File: src/rtl/dpvtg_pkg.sv
package dpvtg_pkg;

    localparam int MAX_COLS = 1280;
    localparam int MAX_ROWS = 1024;
    localparam int COL_W    = $clog2(MAX_COLS + 1);
    localparam int ROW_W    = $clog2(MAX_ROWS + 1);
    localparam int PAIR_W   = COL_W - 1;

    localparam logic [COL_W-1:0] COL_STEP = COL_W'(10);

    typedef struct packed {
        logic [COL_W-1:0] col0;
        logic [COL_W-1:0] ncols;
        logic [ROW_W-1:0] row0;
        logic [ROW_W-1:0] nrows;
    } aoi_t;

    typedef enum logic [1:0] {
        ST_FGAP,
        ST_LEAD,
        ST_LINE,
        ST_LGAP
    } ras_state_e;

    localparam aoi_t AOI_FULL = '{
        col0:  '0,
        ncols: COL_W'(MAX_COLS),
        row0:  '0,
        nrows: ROW_W'(MAX_ROWS)
    };

    // Legality of a requested window.
    function automatic logic aoi_ok(aoi_t a);
        logic [COL_W:0] cend;
        logic [ROW_W:0] rend;
        cend = {1'b0, a.col0} + {1'b0, a.ncols};
        rend = {1'b0, a.row0} + {1'b0, a.nrows};
        return ((a.col0 % COL_STEP) == '0)
            && ((a.ncols % COL_STEP) == '0)
            && (a.ncols != '0)
            && (cend <= (COL_W+1)'(MAX_COLS))
            && (a.nrows != '0)
            && (rend <= (ROW_W+1)'(MAX_ROWS));
    endfunction

endpackage

File: src/rtl/dpvtg_aoi_regs.sv
module dpvtg_aoi_regs
    import dpvtg_pkg::*;
(
    input  logic clk,
    input  logic rst,
    input  logic wr_en,
    input  aoi_t wr_aoi,
    input  logic frame_load,
    output aoi_t act,
    output logic err
);

    aoi_t pend;
    logic legal;

    assign legal = aoi_ok(wr_aoi);

    always_ff @(posedge clk) begin
        if (rst) begin
            pend <= AOI_FULL;
            act  <= AOI_FULL;
            err  <= 1'b0;
        end else begin
            if (wr_en) begin
                err <= !legal;
                if (legal) begin
                    pend <= wr_aoi;
                end
            end
            if (frame_load) begin
                act <= pend;
            end
        end
    end

    // an illegal request never reaches the pending window
    a_r8_reject_keeps: assert property (@(posedge clk) disable iff (rst)
        (wr_en && !legal) |=> $stable(pend));

endmodule

File: src/rtl/dpvtg_raster.sv
module dpvtg_raster
    import dpvtg_pkg::*;
#(
    parameter int FV_LEAD   = 8,
    parameter int LINE_GAP  = 16,
    parameter int FRAME_GAP = 64,
    parameter int CNT_W     = 16
) (
    input  logic              clk,
    input  logic              rst,
    input  logic [COL_W-1:0]  ncols,
    input  logic [ROW_W-1:0]  nrows,
    output logic              frame_load,
    output logic              fval,
    output logic              lval,
    output logic [PAIR_W-1:0] pair,
    output logic [ROW_W-1:0]  row
);

    localparam logic [CNT_W-1:0] FGAP_END = CNT_W'(FRAME_GAP - 1);
    localparam logic [CNT_W-1:0] LEAD_END = CNT_W'(FV_LEAD - 1);
    localparam logic [CNT_W-1:0] LGAP_END = CNT_W'(LINE_GAP - 1);

    ras_state_e        st;
    logic [CNT_W-1:0]  cnt;
    logic [PAIR_W-1:0] last_pair;
    logic [ROW_W-1:0]  last_row;

    assign last_pair  = ncols[COL_W-1:1] - PAIR_W'(1);
    assign last_row   = nrows - ROW_W'(1);
    assign frame_load = (st == ST_FGAP) && (cnt == FGAP_END);
    assign fval       = (st != ST_FGAP);
    assign lval       = (st == ST_LINE);

    always_ff @(posedge clk) begin
        if (rst) begin
            st   <= ST_FGAP;
            cnt  <= '0;
            pair <= '0;
            row  <= '0;
        end else begin
            case (st)
                ST_FGAP: begin
                    if (cnt == FGAP_END) begin
                        st  <= ST_LEAD;
                        cnt <= '0;
                        row <= '0;
                    end else begin
                        cnt <= cnt + CNT_W'(1);
                    end
                end
                ST_LEAD: begin
                    if (cnt == LEAD_END) begin
                        st   <= ST_LINE;
                        cnt  <= '0;
                        pair <= '0;
                    end else begin
                        cnt <= cnt + CNT_W'(1);
                    end
                end
                ST_LINE: begin
                    if (pair == last_pair) begin
                        pair <= '0;
                        cnt  <= '0;
                        st   <= (row == last_row) ? ST_FGAP : ST_LGAP;
                    end else begin
                        pair <= pair + PAIR_W'(1);
                    end
                end
                default: begin
                    if (cnt == LGAP_END) begin
                        st  <= ST_LINE;
                        cnt <= '0;
                        row <= row + ROW_W'(1);
                    end else begin
                        cnt <= cnt + CNT_W'(1);
                    end
                end
            endcase
        end
    end

    // the pair being sent lies inside the window width
    a_r2_pair_in_window: assert property (@(posedge clk) disable iff (rst)
        lval |-> ({pair, 1'b0} < ncols));

    // the line being sent lies inside the window height
    a_r2_row_in_window: assert property (@(posedge clk) disable iff (rst)
        fval |-> (row < nrows));

    // a frame never opens directly on an active line
    a_r5_lead_before_line: assert property (@(posedge clk) disable iff (rst)
        $rose(fval) |-> !lval);

endmodule

File: src/rtl/dpvtg_pattern.sv
module dpvtg_pattern
    import dpvtg_pkg::*;
#(
    parameter int PIX_W = 8
) (
    input  logic              clk,
    input  logic              rst,
    input  logic [COL_W-1:0]  col0,
    input  logic [ROW_W-1:0]  row0,
    input  logic              lval,
    input  logic [PAIR_W-1:0] pair,
    input  logic [ROW_W-1:0]  row,
    output logic [PIX_W-1:0]  pix_a,
    output logic [PIX_W-1:0]  pix_b
);

    logic [COL_W-1:0] xpos;
    logic [ROW_W-1:0] ypos;
    logic [PIX_W-1:0] base;

    assign xpos  = col0 + {pair, 1'b0};
    assign ypos  = row0 + row;
    assign base  = PIX_W'(xpos) + PIX_W'(ypos);
    assign pix_a = lval ? base : '0;
    assign pix_b = lval ? (base + PIX_W'(1)) : '0;

    // along a line the left pixel advances by two columns per clock
    a_r3_lane_advance: assert property (@(posedge clk) disable iff (rst)
        (lval && $past(lval)) |-> (pix_a == $past(pix_a) + PIX_W'(2)));

endmodule

File: src/rtl/dual_pixel_vtg.sv
module dual_pixel_vtg
    import dpvtg_pkg::*;
#(
    parameter int PIX_W     = 8,
    parameter int FV_LEAD   = 8,
    parameter int LINE_GAP  = 16,
    parameter int FRAME_GAP = 64,
    parameter int CNT_W     = 16
) (
    input  logic             clk,
    input  logic             rst,
    input  logic             cfg_we,
    input  logic [COL_W-1:0] cfg_col0,
    input  logic [COL_W-1:0] cfg_ncols,
    input  logic [ROW_W-1:0] cfg_row0,
    input  logic [ROW_W-1:0] cfg_nrows,
    output logic             cfg_err,
    output logic             fval,
    output logic             lval,
    output logic [PIX_W-1:0] pix_a,
    output logic [PIX_W-1:0] pix_b
);

    aoi_t              wr_aoi;
    aoi_t              act;
    logic              frame_load;
    logic [PAIR_W-1:0] pair;
    logic [ROW_W-1:0]  row;

    assign wr_aoi = '{col0: cfg_col0, ncols: cfg_ncols, row0: cfg_row0, nrows: cfg_nrows};

    dpvtg_aoi_regs u_regs (
        .clk        (clk),
        .rst        (rst),
        .wr_en      (cfg_we),
        .wr_aoi     (wr_aoi),
        .frame_load (frame_load),
        .act        (act),
        .err        (cfg_err)
    );

    dpvtg_raster #(
        .FV_LEAD   (FV_LEAD),
        .LINE_GAP  (LINE_GAP),
        .FRAME_GAP (FRAME_GAP),
        .CNT_W     (CNT_W)
    ) u_raster (
        .clk        (clk),
        .rst        (rst),
        .ncols      (act.ncols),
        .nrows      (act.nrows),
        .frame_load (frame_load),
        .fval       (fval),
        .lval       (lval),
        .pair       (pair),
        .row        (row)
    );

    dpvtg_pattern #(
        .PIX_W (PIX_W)
    ) u_pattern (
        .clk   (clk),
        .rst   (rst),
        .col0  (act.col0),
        .row0  (act.row0),
        .lval  (lval),
        .pair  (pair),
        .row   (row),
        .pix_a (pix_a),
        .pix_b (pix_b)
    );

    // the window in use is frozen while a frame is in flight
    a_r9_window_frozen: assert property (@(posedge clk) disable iff (rst)
        (fval && $past(fval)) |-> $stable(act));

endmodule

File: config.mk
export PLATFORM = sky130hd
export DESIGN_NAME = dual_pixel_vtg
export DESIGN_NICKNAME = d
export VERILOG_FILES = /design/src/rtl/dpvtg_pkg.sv /design/src/rtl/dpvtg_aoi_regs.sv /design/src/rtl/dpvtg_raster.sv /design/src/rtl/dpvtg_pattern.sv /design/src/rtl/dual_pixel_vtg.sv
export SDC_FILE = /design/constraint.sdc
export NUM_CORES = 1
export LEC_CHECK = 0
export BUFFER_PORTS_ARGS = -buffer_cell sky130_fd_sc_hd__buf_2
export CELL_PAD_IN_SITES_DETAIL_PLACEMENT = 0
export CELL_PAD_IN_SITES_GLOBAL_PLACEMENT = 1
export CORE_MARGIN = 5
export CORE_UTILIZATION = 42
export DETAILED_ROUTE_END_ITERATION = 8
export GPL_TIMING_DRIVEN = 1
export PLACE_DENSITY = 0.81
export SLEW_MARGIN = 20
export SYNTH_ARGS = -nofsm -noshare
export SYNTH_HDL_FRONTEND = slang
export SYNTH_SLANG_ARGS = --single-unit
File: constraint.sdc
create_clock -name clk -period 4.9 [get_ports clk]
set_input_delay 0.49 -clock clk [delete_from_list [all_inputs] [get_ports clk]]
set_output_delay 0.49 -clock clk [all_outputs]
set_load 0.02 [all_outputs]
==> results of run 1 <==
## placed cells by master, fill, tap and decap left out, types with 8 or more instances in the layout
cell type and count:
nand2_1 129, dfxtp_1 114, nor2_1 101, nand2b_1 88, a21oi_1 77, buf_2 65
xnor2_1 51, mux2i_1 45, xor2_1 44, buf_4 42, ha_1 41, o21ai_0 38
inv_1 37, nor3_1 30, nand3_1 29, and3_1 19, nor4_1 17, clkbuf_16 17
o211ai_1 16, fa_1 16, and2_1 15, nand4_1 11, a21o_1 10, o2111ai_1 10
or3_1 10, a211oi_1 9, o31ai_1 9, o21a_1 9, a31oi_1 8, nor3b_1 8
nor2b_1 8
## critical path, delay by kind of cell
| kind | cells | cell delay [ns] |
|---|---|---|
| fa+ha+maj | 1 | 0.24 |
| mux | 1 | 0.24 |
| buf+inv | 3 | 0.81 |
| compound gates | 7 | 1.95 |
| simple gates | 6 | 1.08 |
## power groups by stage
stage / clock network (W) / registers (W) / logic, W
2_1_floorplan: 0 / 0.000982 / 0.000527
3_3_place_gp: 0 / 0.000986 / 0.000718
3_5_place_dp: 0 / 0.000987 / 0.000722
4_1_cts: 0.00115 / 0.000968 / 0.000725
5_1_grt: 0.00119 / 0.000971 / 0.000807
6_report: 0.00113 / 0.000968 / 0.000729
## layer usage
| layer | vias to the layer above | wire (µm) | share of wire (%) | GRT usage (%) |
|---|---|---|---|---|
| li1 | 4515 | - | - | - |
| met5 | - | 0 | 0 | 0 |
| met2 | 240 | 11700 | 46 | 31.2 |
| met4 | 0 | 531 | 2.1 | 6.00 |
| met3 | 41 | 1080 | 4.3 | 2.65 |
| met1 | 4187 | 12000 | 47 | 26.5 |
## stage by stage
stage / setup slack [ns] / util, % / instances / power, W
after floorplan: 0.278 / - / 1228 / 0.00151
after global placement: 0.0920 / 45.6 / 1547 / 0.00170
after detailed placement: -0.00896 / 45.6 / 1547 / 0.00171
after CTS: 0.396 / 48.0 / 1579 / 0.00284
after global routing: 0.00980 / 48.0 / 1579 / 0.00297
final: 0.385 / 48.0 / 1579 / 0.00282
## cells by family (layout without fill, tap and decap cells)
group           Yosys count  after routing  synth area share, %
xor+xnor                 96             96                 8.78
simple gates            514            514                 27.9
mux                      49             49                 5.13
compound gates          283            283                 20.5
fa+ha+maj                57             57                 8.63
buf+inv                 115            181                 5.40
flops                   114            114                 23.6
## final cells by class
type / instances / area, µm²
Inverter: 40 / 150
Sequential cell: 114 / 2280
Fill cell: 2263 / 11800
Timing Repair Buffer: 109 / 681
Clock buffer: 22 / 454
Tap cell: 285 / 357
Multi-Input combinational cell: 999 / 6860
Clock inverter: 10 / 86.3
## registers in the layout, summed over array words and instances, names as in the netlist
register	cells
u_raster.cnt	16
u_regs.pend	37
u_raster.row	11
u_raster.pair	10
u_regs.err	1
u_regs.act	37
u_raster.st	2
## worst max-delay path by stage
stage	startpoint	endpoint	slack, ns
after floorplan	cfg_ncols[10]	u_regs.pend[30]	0.28
after global placement	cfg_ncols[7]	u_regs.pend[0]	0.09
after detailed placement	cfg_ncols[7]	u_regs.pend[9]	-0.009
after CTS	cfg_ncols[7]	u_regs.pend[2]	0.40
after global routing	cfg_ncols[7]	u_regs.pend[2]	0.01
final	cfg_ncols[7]	u_regs.pend[2]	0.38
==> results.toml, run 1 <==
[final_layout]
nNetsFinal = 1385
antenna_cells = 0
stdcell_area_mm2 = 0.0109
areaGrowthSynthToFinish_pct = 12.5
drive_gt1_share_pct = 12.8

[clock_network]
cts_sinks = 114
cts_tree = "yes"
htree_levels = 4
postCtsSetupBuffers = 0
cts_root_buf = "clkbuf_16"
clock_path_buffers = 2
cts_made_buffers = 17
clk_latency_ns = 0.41
clkTransAtPathRegs_ns = 0.06
cts_resized = 0
ctsHoldBuffers = 0

[setup_path]
reg2reg_depth = 12
startpoint_type = "primary input"
crit_type = "in -> reg"
arrival_ns = 4.84
cp_max_fo = 38
path_cells = "buf_2 -> nor2b_1 -> buf_4 -> a2111oi_0 -> o31a_1 -> o22ai_2 -> o21ai_2 -> o21ai_1 -> nor4_1 -> nor3_1 -> ha_1 -> and3_1 -> nor4_1 -> nand2_1 -> a311o_1 -> a2111oi_4 -> buf_12 -> mux2i_1"
reg2reg_slack_ns = 1.44
rr_startpoint = "u_regs.act[25]"
path_common_cell = "nor4_1"
cp.required_ns = 5.23
crit_slowest_cell = "a2111oi_4"
end_kind = "flip-flop"
regToRegEndpoint = "u_raster.cnt[8]"
cpPeakStageDelay_ns = 0.41

[detailed_routing]
via_per_inst = 5.69
drt-total-wl_um = 25300
first_pass_iters = 5
ant_nets = 0
drc = 0
vias = 8983
drt-initial-drc-count = 604
wl_per_cell_um = 16.0

[power_and_ir_drop]
pwr-share-seq_pct = 34.3
p_sw_share_pct = 31.2
powerDensity_mw_per_mm2 = 260
p_sw_w = 0.000881
power.share.clock_pct = 39.9
peakVddDrop_mv = 0.167
pwr-share-comb_pct = 25.8
internal_power_w = 0.00194
p_leak_nw = 4.20

[grt]
overflow = 0
grt_antenna_before_repair = 0
grt_start_max_net_pins = 67
grt_pass1_vias = 8586
grt_pass1_wl_um = 42300
grt_use_total_pct = 19.2

[synth]
synthTopCellsByArea = "dfxtp_1 24%, nand2b_1 5.7%, ha_1 5.3%, nand2_1 5.0%, mux2i_1 4.7%"
syn_inst = 1228
postSynthNetCount = 1332
synthesis.area_mm2 = 0.00966
synth_common_cells = "129 x nand2_1, 114 x dfxtp_1, 101 x nor2_1"
synth_most_common_cell = "nand2_1"
synth_top_area_cell = "dfxtp_1"
async_reset_ff_share_pct = 0
synth_edf_count = 0
avgSynthCellArea_um2 = 7.86
yosysSeqAreaShare_pct = 23.6
synth_cell_type_count = 93
ys_ff_latch = 114
synth_warnings = 0
yosys.area.top_type_share_pct = 23.6
ys.flop_type = "dfxtp_1"

[min_path]
hold_start = "cfg_row0[4]"
holdCritPathClass = "in -> reg"
min_to = "u_regs.pend[15]"
hold_depth = 3

[timing]
fmax_ghz = 0.221
finalCriticalPeriod_ns = 4.52
clock-skew-final_ns = 0.0102
fin_crit_sh_pct = 92.1
fin_hold_ws_ns = 0.372
rsz0062_at_grt = "false"
setup_viol = 0
drv_slew = 0
relSlewSlack_pct = 45.9
final.setup.tns_ns = 0
worst_pin_slew_ns = 0.803
hold_viol_final = 0

[die]
die_area_mm2 = 0.0261
fp.coreArea_mm2 = 0.0226
die_width_um = 162
die_h_um = 162
io_pins = 66
rows = 55
initial_utilization_pct = 42.7

[status]
run_status = "finished, final reports clean"

[placed_design]
placed_cell_area_mm2 = 0.0103
gp_congestion = 0.944
io_buffers = 65
hpwl_um = 18800

[job]
drv_cap = 0
Note: power is estimated with default switching activity, not from simulation.
==> run 2, diff against run 1 <==
--- a/config.mk
+++ b/config.mk
@@ -8,6 +8,7 @@
 export BUFFER_PORTS_ARGS = -buffer_cell sky130_fd_sc_hd__buf_2
 export CELL_PAD_IN_SITES_DETAIL_PLACEMENT = 0
 export CELL_PAD_IN_SITES_GLOBAL_PLACEMENT = 1
+export CORE_ASPECT_RATIO = 0.8
 export CORE_MARGIN = 5
 export CORE_UTILIZATION = 42
 export DETAILED_ROUTE_END_ITERATION = 8
==> results.toml, run 2 (same netlist as run 1, synthesis figures left out) <==
[setup_path]
startpoint_type = "primary input"
cp.required_ns = 5.24
arrival_ns = 4.93
end_kind = "flip-flop"
cp_max_fo = 38
regToRegEndpoint = "u_raster.row[9]"
reg2reg_depth = 12
rr_startpoint = "u_raster.cnt[0]"
reg2reg_slack_ns = 1.31
crit_type = "in -> reg"

[clock_network]
postCtsSetupBuffers = 0
clock_path_buffers = 2
cts_root_buf = "clkbuf_16"
cts_sinks = 114
cts_resized = 0
cts_tree = "yes"
ctsHoldBuffers = 0
htree_levels = 4
clk_latency_ns = 0.41
clkTransAtPathRegs_ns = 0.06
cts_made_buffers = 17

[timing]
worst_pin_slew_ns = 0.783
fin_hold_ws_ns = 0.357
hold_viol_final = 0
drv_slew = 0
finalCriticalPeriod_ns = 4.59
fmax_ghz = 0.218
clock-skew-final_ns = 0.0104
rsz0062_at_grt = "false"
fin_crit_sh_pct = 93.6
setup_viol = 0
relSlewSlack_pct = 47.7

[min_path]
holdCritPathClass = "in -> reg"
hold_start = "cfg_we"
min_to = "u_regs.err"
hold_depth = 3

[placed_design]
hpwl_um = 18900
gp_congestion = 0.893
placed_cell_area_mm2 = 0.0104
io_buffers = 65

[final_layout]
fill_cells = 2229
drive_gt1_share_pct = 13.3
seq_area_mm2 = 0.00228
multi_input_area_mm2 = 0.00686
areaGrowthSynthToFinish_pct = 13.9
stdcell_area_mm2 = 0.0110
nNetsFinal = 1389
largest_registers = "u_regs.act (37), u_regs.pend (37), u_raster.cnt (16)"
layout_commonest_cell = "nand2_1"
antenna_cells = 0
fin_util_pct = 48.8
most-common-layout-cells = "129 x nand2_1, 114 x dfxtp_1, 101 x nor2_1, 88 x nand2b_1, 77 x a21oi_1"

[grt]
grt_use_met3_pct = 3.40
grt_use_met2_pct = 28.9
met1_usage_pct = 29.1
busiest_layer = "met1"
grt_pass1_vias = 8365
overflow = 0
grt_use_total_pct = 19.2
grt_start_max_net_pins = 94
grt_pass1_wl_um = 42900
grt_antenna_before_repair = 0

[detailed_routing]
via_per_inst = 5.61
vias = 8999
first_pass_iters = 5
ant_nets = 0
drt-total-wl_um = 25600
wl_per_cell_um = 15.9
drc = 0
drt-initial-drc-count = 743

[power_and_ir_drop]
powerDensity_mw_per_mm2 = 272
peakVddDrop_mv = 0.237
p_leak_nw = 4.25

[die]
die_width_um = 180
rows = 49
io_pins = 66
initial_utilization_pct = 42.8
die_area_mm2 = 0.0261
fp.coreArea_mm2 = 0.0226
die_h_um = 146

[status]
run_status = "finished, final reports clean"

[job]
drv_cap = 0
## run 2: cell type report
type / count / area share [%]
Clock inverter: 14 / 1.63
Multi-Input combinational cell: 999 / 62.3
Clock buffer: 18 / 3.99
Tap cell: 306 / 3.48
Sequential cell: 114 / 20.7
Timing Repair Buffer: 113 / 6.46
Inverter: 40 / 1.36
## run 2: worst max-delay path by stage
stage / from / to / slack, ns / depth (start not counted)
floorplan: cfg_ncols[10] / u_regs.pend[30] / 0.28 / 19
global placement: cfg_ncols[9] / u_regs.pend[8] / -0.02 / 17
detailed placement: cfg_ncols[9] / u_regs.pend[35] / -0.04 / 17
CTS: cfg_ncols[9] / u_regs.pend[39] / 0.36 / 17
global route: cfg_ncols[7] / u_regs.pend[39] / 0.02 / 16
finish: cfg_ncols[9] / u_regs.pend[0] / 0.31 / 16
## run 2: power by group
group	internal (W)	switching [W]	total [W]
logic	0.000301	0.000445	0.000746
registers	0.000945	0.0000221	0.000967
clock network	0.000818	0.000466	0.00128
## run 2: routing by layer
layer / up-vias / part of all wire (%)
met5: - / 0
met4: 0 / 0.69
met3: 13 / 5.1
met2: 235 / 43
met1: 4215 / 51
li1: 4536 / -
## run 2: critical path, cell delays in order
cell and delay (ns):
buf_2 0.30, nor2b_1 0.53, a2111oi_0 0.19, or4_1 0.53, o211ai_1 0.16, nor2_2 0.09, nor4_1 0.33, nor3_1 0.13
ha_1 0.25, and3_1 0.18, nor4_1 0.29, nand2_1 0.14, a311o_1 0.37, a2111oi_4 0.38, buf_12 0.31, mux2i_1 0.22
## run 2: per-stage QoR
| step | instances | setup slack (ns) | TNS (ns) | power (W) |
|---|---|---|---|---|
| finish | 1604 | 0.312 | 0 | 0.00300 |
| global route | 1604 | 0.0216 | 0 | 0.00315 |
| CTS | 1604 | 0.355 | 0 | 0.00301 |
| detailed placement | 1572 | -0.0371 | -0.798 | 0.00172 |
| global placement | 1572 | -0.0166 | -0.399 | 0.00172 |
| floorplan | 1228 | 0.278 | 0 | 0.00151 |
==> run 3, diff against run 2 <==
--- a/config.mk
+++ b/config.mk
@@ -10,10 +10,11 @@
 export CELL_PAD_IN_SITES_GLOBAL_PLACEMENT = 1
 export CORE_ASPECT_RATIO = 0.8
 export CORE_MARGIN = 5
-export CORE_UTILIZATION = 42
+export CORE_UTILIZATION = 43
+export CTS_BUF_LIST = sky130_fd_sc_hd__clkbuf_8
 export DETAILED_ROUTE_END_ITERATION = 8
 export GPL_TIMING_DRIVEN = 1
-export PLACE_DENSITY = 0.81
+export PLACE_DENSITY = 0.82
 export SLEW_MARGIN = 20
 export SYNTH_ARGS = -nofsm -noshare
 export SYNTH_HDL_FRONTEND = slang
==> results.toml, run 3 (same netlist as run 1, synthesis figures left out) <==
[detailed_routing]
drt-total-wl_um = 25600
drc = 0
via_per_inst = 5.70
ant_nets = 0
drt-initial-drc-count = 747
vias = 9176
first_pass_iters = 7
wl_per_cell_um = 15.9

[setup_path]
cp_max_fo = 38
critical_path.top_delay_family = "simple AND/OR/NAND/NOR gates"
end_kind = "flip-flop"
crit_type = "in -> reg"
cpPeakStageDelay_ns = 0.55
crit_slowest_cell = "or4_1"
startpoint_type = "primary input"
arrival_ns = 4.96
cp.required_ns = 5.26
path_common_cell = "nor4_1"
cp_num_buf_inv = 3
path_cells = "buf_2 -> inv_2 -> nor4_1 -> o32ai_1 -> or4_1 -> o211ai_1 -> nor2_2 -> nor4_1 -> nor3_1 -> ha_1 -> and3_1 -> nor4_1 -> nand2_1 -> a311o_1 -> a2111oi_4 -> buf_12 -> mux2i_1"

[timing]
finalCriticalPeriod_ns = 4.60
fin_hold_ws_ns = 0.322
fmax_ghz = 0.217
relSlewSlack_pct = 34.4
hold_viol_final = 0
rsz0062_at_grt = "false"
fin_crit_sh_pct = 94.0
clock-skew-final_ns = 0.0107
drv_slew = 0
setup_viol = 0
worst_pin_slew_ns = 0.984

[clock_network]
cts_sinks = 114
htree_levels = 4
clk_latency_ns = 0.44
clock_path_buffers = 2
cts_tree = "yes"
cts_made_buffers = 17
cts_root_buf = "clkbuf_8"
clkTransAtPathRegs_ns = 0.08

[grt]
overflow = 0
grt_antenna_before_repair = 0
grt_pass1_wl_um = 42500
grt_start_max_net_pins = 64
grt_use_total_pct = 19.9
grt_pass1_vias = 8303

[power_and_ir_drop]
powerDensity_mw_per_mm2 = 249
p_leak_nw = 4.21
peakVddDrop_mv = 0.145

[final_layout]
fill_cells = 2198
areaGrowthSynthToFinish_pct = 12.5
multi_input_area_mm2 = 0.00686
most-common-layout-cells = "129 x nand2_1, 114 x dfxtp_1, 101 x nor2_1, 88 x nand2b_1, 77 x a21oi_1"
layout_commonest_cell = "nand2_1"
drive_gt1_share_pct = 13.7
antenna_cells = 0
nNetsFinal = 1394
seq_area_mm2 = 0.00228
largest_registers = "u_regs.act (37), u_regs.pend (37), u_raster.cnt (16)"
fin_util_pct = 48.7

[die]
die_width_um = 178
io_pins = 66
fp.coreArea_mm2 = 0.0223
rows = 49
die_h_um = 144
initial_utilization_pct = 43.3
die_area_mm2 = 0.0256

[min_path]
holdCritPathClass = "in -> reg"

[placed_design]
hpwl_um = 19100
io_buffers = 65
gp_congestion = 0.958

[status]
run_status = "finished, final reports clean"

[job]
drv_cap = 0
## run 3: area by class of cell
cell class                 instances  area share, %
sequential                       114           21.0
inverter                          40           1.38
clock buffer                      18           2.28
tap                              306           3.52
timing repair buffer             118           6.89
clock inverter                    14           1.76
multi-input combinational        999           63.2
## run 3: worst reg2reg max path: cells and delay by family, from the launching register on
kind	cells	cell delay (ns)
AO/OA/AOI/OAI	1	0.14
flip-flops	1	0.40
buffers and inverters	1	0.39
AND/OR/NAND/NOR	9	2.35
adder cells (fa/ha/maj)	1	0.19
## run 3: worst paths after layout
| check | start | to | slack [ns] | cells after the start |
|---|---|---|---|---|
| max | cfg_ncols[7] | u_regs.pend[30] | 0.30 | 17 |
| min | cfg_we | u_regs.err | 0.32 | 3 |
| max reg2reg | u_raster.cnt[0] | u_raster.row[5] | 1.37 | 12 |
| min reg2reg | u_regs.pend[33] | u_regs.act[33] | 0.44 | 2 |
## run 3: metal layers
metal  vias up  part of all wire, %  global-route usage (%)
met5         -                    0                       0
met4         0                  1.5                    4.48
met3        35                  6.1                    3.87
met2       313                   42                    29.4
met1      4280                   50                    29.9
li1       4548                    -                       -
## run 3: per-stage QoR
stage / cell area (µm²) / setup TNS [ns] / setup WS [ns] / std cells / power (W)
2_1_floorplan: 9660 / 0 / 0.278 / 1228 / 0.00151
3_3_place_gp: 10400 / 0 / 0.114 / 1577 / 0.00173
5_1_grt: 10900 / 0 / 0.00611 / 1609 / 0.00285
3_5_place_dp: 10400 / -0.797 / -0.0512 / 1577 / 0.00173
6_report: 10900 / 0 / 0.296 / 1609 / 0.00270
4_1_cts: 10900 / 0 / 0.396 / 1609 / 0.00271
## run 3: repair_timing
action	CTS	global route
hold buffers	0	0
setup endpoints to repair	0	3
buffers inserted	0	0
resized for setup	0	1
## run 3: where the power goes
part	leakage, nW	switching (W)	internal, W
Combinational	3.06	0.000447	0.000308
Clock	0.224	0.000446	0.000537
Sequential	0.919	0.0000229	0.000943
